--- src/rtl/v5_mon_pkg.sv ---
package v5_mon_pkg;
  localparam int unsigned IRQ_W   = 3;
  localparam int unsigned IRQ_REI = 0;
  localparam int unsigned IRQ_RFI = 1;
  localparam int unsigned IRQ_SLM = 2;

  // Field positions within the byte (data bit 7 carries V5 bit 1).
  localparam int unsigned POS_REI = 5;
  localparam int unsigned POS_RFI = 4;
  localparam int unsigned LBL_HI  = 3;
  localparam int unsigned LBL_LO  = 1;
  localparam int unsigned LBL_W   = LBL_HI - LBL_LO + 1;

  // Highest label value this path can process.
  localparam logic [LBL_W-1:0] LBL_MAX_OK = 3'd2;

  typedef struct packed {
    logic             rei;
    logic             rfi;
    logic [LBL_W-1:0] label;
  } v5_fields_t;

  function automatic v5_fields_t split_v5(input logic [7:0] b);
    v5_fields_t f;
    f.rei   = b[POS_REI];
    f.rfi   = b[POS_RFI];
    f.label = b[LBL_HI:LBL_LO];
    return f;
  endfunction
endpackage

--- src/rtl/v5_mon_slm_filter.sv ---
module v5_mon_slm_filter #(
  parameter int unsigned PERSIST = 5
) (
  input  logic clk,
  input  logic rst_n,
  input  logic sample_en,
  input  logic bad_label,
  output logic slm_q,
  output logic slm_toggle
);
  localparam int unsigned CW = (PERSIST > 1) ? $clog2(PERSIST) : 1;
  localparam logic [CW-1:0] LAST = CW'(PERSIST - 1);

  logic [CW-1:0] run_cnt;
  logic          disagree;

  assign disagree   = bad_label != slm_q;
  assign slm_toggle = sample_en && disagree && (run_cnt == LAST);

  always_ff @(posedge clk) begin
    if (!rst_n) begin
      run_cnt <= '0;
      slm_q   <= 1'b0;
    end else if (sample_en) begin
      if (!disagree) begin
        run_cnt <= '0;
      end else if (run_cnt == LAST) begin
        run_cnt <= '0;
        slm_q   <= ~slm_q;
      end else begin
        run_cnt <= run_cnt + 1'b1;
      end
    end
  end
endmodule

--- src/rtl/v5_mon_irq_bank.sv ---
module v5_mon_irq_bank #(
  parameter int unsigned N = 3
) (
  input  logic         clk,
  input  logic         rst_n,
  input  logic [N-1:0] set_i,
  input  logic [N-1:0] clr_i,
  output logic [N-1:0] irq_q
);
  for (genvar i = 0; i < N; i++) begin : g_bit
    always_ff @(posedge clk) begin
      if (!rst_n)        irq_q[i] <= 1'b0;
      else if (set_i[i]) irq_q[i] <= 1'b1;
      else if (clr_i[i]) irq_q[i] <= 1'b0;
    end
  end
endmodule

--- src/rtl/v5_mon.sv ---
module v5_mon
  import v5_mon_pkg::*;
#(
  parameter int unsigned PERSIST = 5
) (
  input  logic             clk,
  input  logic             rst_n,
  input  logic [7:0]       v5_byte,
  input  logic             v5_valid,
  output logic             v5_ready,
  input  logic [IRQ_W-1:0] irq_clr,
  output logic             rei_pulse,
  output logic             rfi_status,
  output logic             slm_status,
  output logic             ais_force,
  output logic [IRQ_W-1:0] irq
);
  v5_fields_t       fld;
  logic             accept;
  logic             bad_label;
  logic             slm_toggle;
  logic [IRQ_W-1:0] irq_set;

  assign v5_ready  = 1'b1;
  assign accept    = v5_valid && v5_ready;
  assign fld       = split_v5(v5_byte);
  assign bad_label = fld.label > LBL_MAX_OK;

  always_ff @(posedge clk) begin
    if (!rst_n) begin
      rei_pulse  <= 1'b0;
      rfi_status <= 1'b0;
    end else begin
      rei_pulse <= accept && fld.rei;
      if (accept) rfi_status <= fld.rfi;
    end
  end

  v5_mon_slm_filter #(.PERSIST(PERSIST)) u_slm (
    .clk        (clk),
    .rst_n      (rst_n),
    .sample_en  (accept),
    .bad_label  (bad_label),
    .slm_q      (slm_status),
    .slm_toggle (slm_toggle)
  );

  always_comb begin
    irq_set          = '0;
    irq_set[IRQ_REI] = accept && fld.rei;
    irq_set[IRQ_RFI] = accept && (fld.rfi != rfi_status);
    irq_set[IRQ_SLM] = slm_toggle;
  end

  v5_mon_irq_bank #(.N(IRQ_W)) u_irq (
    .clk   (clk),
    .rst_n (rst_n),
    .set_i (irq_set),
    .clr_i (irq_clr),
    .irq_q (irq)
  );

  assign ais_force = slm_status;
endmodule

--- config.mk ---
export PLATFORM = sky130hd
export DESIGN_NAME = v5_mon
export DESIGN_NICKNAME = d
export VERILOG_FILES = /design/src/rtl/v5_mon_pkg.sv /design/src/rtl/v5_mon_slm_filter.sv /design/src/rtl/v5_mon_irq_bank.sv /design/src/rtl/v5_mon.sv
export SDC_FILE = /design/constraint.sdc
export NUM_CORES = 1
export LEC_CHECK = 0
export ABC_AREA = 1
export BUFFER_PORTS_ARGS = -buffer_cell sky130_fd_sc_hd__buf_4
export CAP_MARGIN = 5
export CORE_AREA = 2 2 39 41
export CTS_BUF_LIST = sky130_fd_sc_hd__clkbuf_4
export CTS_CLUSTER_SIZE = 20
export DETAILED_ROUTE_END_ITERATION = 8
export DIE_AREA = 0 0 41 43
export PLACE_DENSITY = 0.66
export REMOVE_ABC_BUFFERS = 1
export SLEW_MARGIN = 20
export SYNTH_ARGS = -nofsm -noshare
export SYNTH_HDL_FRONTEND = slang
export SYNTH_SLANG_ARGS = --single-unit
--- constraint.sdc ---
create_clock -name clk -period 1.68 [get_ports clk]
set_input_delay 0.252 -clock clk [delete_from_list [all_inputs] [get_ports clk]]
set_output_delay 0.252 -clock clk [all_outputs]
set_load 0.03 [all_outputs]
==> reports/qor.yml, run 1 <==
critical_path:
  reg2reg_from: "u_slm.run_cnt[0]$_SDFFE_PN0P_"
  max_stage_delay_ps: 330
  cp-start-kind: "flop"
  crit_type: "reg -> reg"
  worst-endpoint-required_ps: 1870
  setup.worst_path.start: "u_slm.run_cnt[0]$_SDFFE_PN0P_"
  crit_end: "u_slm.run_cnt[2]$_SDFFE_PN0P_"
  cp_slowest_cell: "dfxtp_1"
  crit_arrival_ps: 1340
  crit-reg2reg-capture: "u_slm.run_cnt[2]$_SDFFE_PN0P_"
  worstSetupEndpointType: "flop"
  path_max_fanout: 4
  crit_chain: "inv_1, ha_1, nand2_1, o21ai_0, a21oi_1, nand2_1, a21oi_1"
  r2r_setup_slack_ps: 530
  reg2reg_depth: 7
global_routing:
  grt_max_degree: 7
  grt_overflow_total: 0
  grt_pass1_wl_um: 1170
  antenna_found_initial: 0
  grtUsageTotal_pct: 10.3
  grt_pass1_vias: 327
placement:
  gp_congestion: 0.686
  dp_hpwl_um: 644
  placement.cell_area_um2: 552
  io_buffers: 17
  place_inst: 90
  dp_slack_ps: 532
worst_hold_path:
  min_path_type: "in -> reg"
yosys:
  synth_area_leaders: "dfxtp_1 (43%), a21oi_1 (12%), nand2_1 (12%)"
  synth_cell_types: 13
  synthCells: 59
  synthMostInstantiatedCell: "nand2_1"
  synth_area_um2: 419
  yosysSeqAreaShare_pct: 43.0
  ys_warn_count: 0
  synth_common_cells: "nand2_1 (13), a21oi_1 (10), inv_1 (10), dfxtp_1 (9)"
  synth_edf_count: 0
  synth_area_leader_cell: "dfxtp_1"
  synth_top_cell_area_share_pct: 43.0
  synth_seq_cells: 9
  ys.flop_type: "dfxtp_1"
  async_reset_ff_share_pct: 0
  avgSynthCellArea_um2: 7.10
clock_network:
  htreeDepth: 1
  cts.path.max_buffers: 2
  cts_hold_buf: 0
  cts_tree: "yes"
  cts_sinks: 9
  cts-root-buf: "clkbuf_4"
  path_clk_slew_ps: 60
  cts_resized: 0
  clk_latency_ps: 260
  numCtsBuffers: 3
  postCtsSetupBuffers: 0
die:
  ios: 22
  die_h_um: 43
  die-area_mm2: 0.00176
  num_rows: 14
  initial_utilization_pct: 30.3
  die_x_um: 41
  coreArea_mm2: 0.00138
drt:
  routed_wl_um: 781
  dr.pass1.iters: 4
  drt_iter0_drc: 4
  drc: 0
  final_antenna_net_count: 0
  post_drt_via_cell_ratio: 4.29
  post_drt_wl_per_cell_um: 8.31
  route.vias.total: 403
timing:
  timing_hold_violations_final: 0
  holdWs_ps: 233
  fin_tns_setup_ps: 0
  worst_slack_ps: 529
  grt_setup_unrepaired: "no"
  maxSlewViolCount: 0
  final-setup-viol-count: 0
  timing.final.crit_share_pct: 68.5
  skew_ps: 5.73
  fmaxAchievable_mhz: 869
  finalCriticalPeriod_ps: 1150
cells_and_area:
  design_area_um2: 582
  fin_nets: 95
  area_growth_pct: 38.8
  fin_util_pct: 42.0
  drive_gt1_share_pct: 29.5
  diodes: 0
  fin_cells: 94
flow_run:
  cap_violations: 0
run_status:
  status: "completed"
power:
  power_density_mw_per_mm2: 825
  ir_drop_mv: 0.405
  leakage_nw: 0.296
  p_total_uw: 480
==> power breakdown <==
part | switching (mW) | total [mW] | leakage (nW) | internal, mW
sequential | 0.00487 | 0.227 | 0.0736 | 0.222
combinational | 0.0399 | 0.0721 | 0.204 | 0.0322
clock | 0.0732 | 0.181 | 0.0184 | 0.108
==> worst max-delay path, delay by kind of cell (launching register included) <==
| kind | cells | cell delay, ps |
|---|---|---|
| simple gates | 2 | 180 |
| compound gates | 3 | 330 |
| buf+inv | 1 | 60 |
| flops | 1 | 330 |
| fa+ha+maj | 1 | 190 |
==> sequential cells by signal, summed over array words and instances (netlist names) <==
name and flops:
rfi_status 1, u_irq.irq_q 3, u_slm.run_cnt 3, rei_pulse 1, u_slm.slm_q 1
==> area by class of cell <==
cell class              instances  area (um^2)
inverters                      10         37.5
fillers                       141          802
well taps                      16         20.0
repair buffers                 17          128
clock buffers                   4         30.0
flip-flops and latches          9          180
multi-input cells              38          186
==> worst min path at each step <==
stage / from / endpoint / cells after the start
4_1_cts: irq_clr[2] / u_irq.irq_q[2]$_SDFFE_PN0P_ / 4
6_report: irq_clr[2] / u_irq.irq_q[2]$_SDFFE_PN0P_ / 4
3_5_place_dp: u_irq.irq_q[2]$_SDFFE_PN0P_ / u_irq.irq_q[2]$_SDFFE_PN0P_ / 2
5_1_grt: v5_byte[4] / rfi_status$_SDFFE_PN0P_ / 3
3_3_place_gp: u_irq.irq_q[0]$_SDFFE_PN0P_ / u_irq.irq_q[0]$_SDFFE_PN0P_ / 2
2_1_floorplan: rst_n / u_slm.slm_q$_SDFFE_PN0P_ / 2
==> cells by family after synthesis <==
kind of cell | Yosys count | share of synthesized area [%]
AOI/OAI and AO/OA | 14 | 16.7
adders and majority gates | 2 | 5.97
buffers and inverters | 12 | 12.5
DFF | 9 | 43.0
other | 1 | 0.895
and+or+nand+nor | 21 | 20.9
==> routing by layer <==
layer	vias to the layer above	part of all wire (%)	global-route usage (%)
li1	220	-	-
met1	170	41	10.0
met2	13	48	15.6
met3	0	11	9.42
met4	0	0	2.00
met5	-	0	0
==> layout by cell type, fill, tap and decap left out, types with 2 or more instances in the layout <==
master / synthesis / final
a21oi_1: 10 / 10
nor2_1: 4 / 4
dfxtp_1: 9 / 9
inv_1: 10 / 10
nand2_1: 13 / 13
buf_4: 2 / 17
ha_1: 2 / 2
o21ai_0: 4 / 4
clkbuf_4: 0 / 4
(Power assumes the default switching activity.)
==> inputs of run 2 (changes only) <==
clock period = 1.21 ns   (was 1.68 ns; I/O delays follow)
==> run 2 against run 1 <==
Against the previous run: design area grew 1.5%; critical path depth is the same; total power grew 39%; via count shrank 0.25%; sequential share of layout area is essentially flat; combinational power grew 41%; utilization grew 0.63 points; clock power grew 39%; routed wire length grew 1.0%; clock skew shrank 0.93 ps; largest cell class unchanged; highest routed layer unchanged.
==> reports/qor.yml, run 2 (synthesis gave the netlist of run 1 again) <==
drt:
  drt_iter0_drc: 2
  routed_wl_um: 789
  post_drt_wl_per_cell_um: 8.39
  route.vias.total: 402
  dr.pass1.iters: 4
  post_drt_via_cell_ratio: 4.28
  drc: 0
  final_antenna_net_count: 0
critical_path:
  cp_top_family: "flip-flops"
  crit_type: "reg -> reg"
  crit_chain: "inv_1, ha_1, nand2_2, o21ai_0, a21oi_1, nand2_1, a21oi_2"
  reg2reg_depth: 7
  reg2reg_from: "u_slm.run_cnt[0]$_SDFFE_PN0P_"
  cp_num_cells: 7
  cp_slowest_cell: "dfxtp_2"
  setup.worst_path.start: "u_slm.run_cnt[0]$_SDFFE_PN0P_"
  max_stage_delay_ps: 320
  crit_arrival_ps: 1300
  path_buf_inv: 1
  worstSetupEndpointType: "flop"
  worst-endpoint-required_ps: 1400
  path_max_fanout: 4
  cp-start-kind: "flop"
timing:
  fmaxAchievable_mhz: 900
  finalCriticalPeriod_ps: 1110
  worst_slack_ps: 99.4
  holdWs_ps: 163
  timing_hold_violations_final: 0
  skew_ps: 4.80
  maxSlewViolCount: 0
  fin_tns_setup_ps: 0
  grt_setup_unrepaired: "no"
  timing.final.crit_share_pct: 91.8
  final-setup-viol-count: 0
worst_hold_path:
  min_path_type: "in -> reg"
  min_path_cells: 4
  min_from: "irq_clr[2]"
clock_network:
  htreeDepth: 1
  cts_tree: "yes"
  numCtsBuffers: 3
  path_clk_slew_ps: 60
  cts_sinks: 9
  cts-root-buf: "clkbuf_4"
  clk_latency_ps: 260
  cts.path.max_buffers: 2
  cts_hold_buf: 0
cells_and_area:
  drive_gt1_share_pct: 34.6
  final_common_cell: "buf_4"
  top_regs: "u_irq.irq_q x3, u_slm.run_cnt x3"
  layout_common_cells: "buf_4 (17), nand2_1 (12), inv_1 (10)"
  diodes: 0
  fin_nets: 95
  fin_util_pct: 42.7
  fin_cells: 94
  area_growth_pct: 40.9
global_routing:
  grt_overflow_total: 0
  antenna_found_initial: 0
  grt_max_degree: 7
  grtUsageTotal_pct: 10.3
  grt_pass1_wl_um: 1170
  grt_pass1_vias: 327
flow_run:
  cap_violations: 0
die:
  die-area_mm2: 0.00176
  coreArea_mm2: 0.00138
  die_x_um: 41
  die_h_um: 43
  initial_utilization_pct: 30.3
  num_rows: 14
  ios: 22
power:
  p_clk_share_pct: 37.5
  p_switching_uw: 165
  combPwrFrac_pct: 15.2
  internal_power_uw: 504
  leakage_nw: 0.298
  power_density_mw_per_mm2: 1130
  seq_power_share_pct: 47.3
  switching_share_pct: 24.6
  ir_drop_mv: 0.561
placement:
  dp_hpwl_um: 644
  dp_slack_ps: 62.2
  gp_congestion: 0.687
  place_inst: 90
  io_buffers: 17
run_status:
  status: "completed"
-- run 2: power by group through the flow --
stage	logic [mW]	registers (mW)	clock network, mW
2_1_floorplan	0.0390	0.337	0
3_3_place_gp	0.0993	0.322	0
3_5_place_dp	0.102	0.322	0
4_1_cts	0.102	0.316	0.267
5_1_grt	0.112	0.318	0.284
6_report	0.102	0.316	0.251
-- run 2: timing repair --
| item | in CTS | in global routing |
|---|---|---|
| setup buffers | 0 | 0 |
| gates resized for setup | 0 | 4 |
| endpoints found under the setup margin | 0 | 1 |
-- run 2: worst reg2reg max path, delay by kind of cell (launching register included) --
kind / cells / cell delay (ps)
AND/OR/NAND/NOR: 2 / 170
flip-flops: 1 / 320
adder cells (fa/ha/maj): 1 / 200
buffers and inverters: 1 / 50
AO/OA/AOI/OAI: 3 / 310
-- run 2: final cells by class --
class	count	area, um^2
repair buffers	17	128
fillers	139	793
clock buffers	4	30.0
multi-input cells	38	193
flip-flops and latches	9	183
well taps	16	20.0
inverters	10	37.5
-- run 2: metal layers --
layer	vias to the layer above	track usage, %	part of all wire (%)
met3	0	9.42	11
met5	-	0	0
li1	221	-	-
met1	168	10.0	41
met4	0	2.00	0
met2	13	15.6	48
-- run 2: worst paths after layout --
path              slack [ps]                            end
setup / recovery         100  u_slm.run_cnt[2]$_SDFFE_PN0P_
hold / removal           160    u_irq.irq_q[2]$_SDFFE_PN0P_
setup reg to reg         100  u_slm.run_cnt[2]$_SDFFE_PN0P_
hold reg to reg          460    u_irq.irq_q[0]$_SDFFE_PN0P_
-- run 2: through the flow --
step | power, mW | instance area [um^2]
global route | 0.713 | 591
floorplan | 0.376 | 404
CTS | 0.685 | 582
detailed placement | 0.424 | 552
finish | 0.669 | 591
global placement | 0.421 | 552
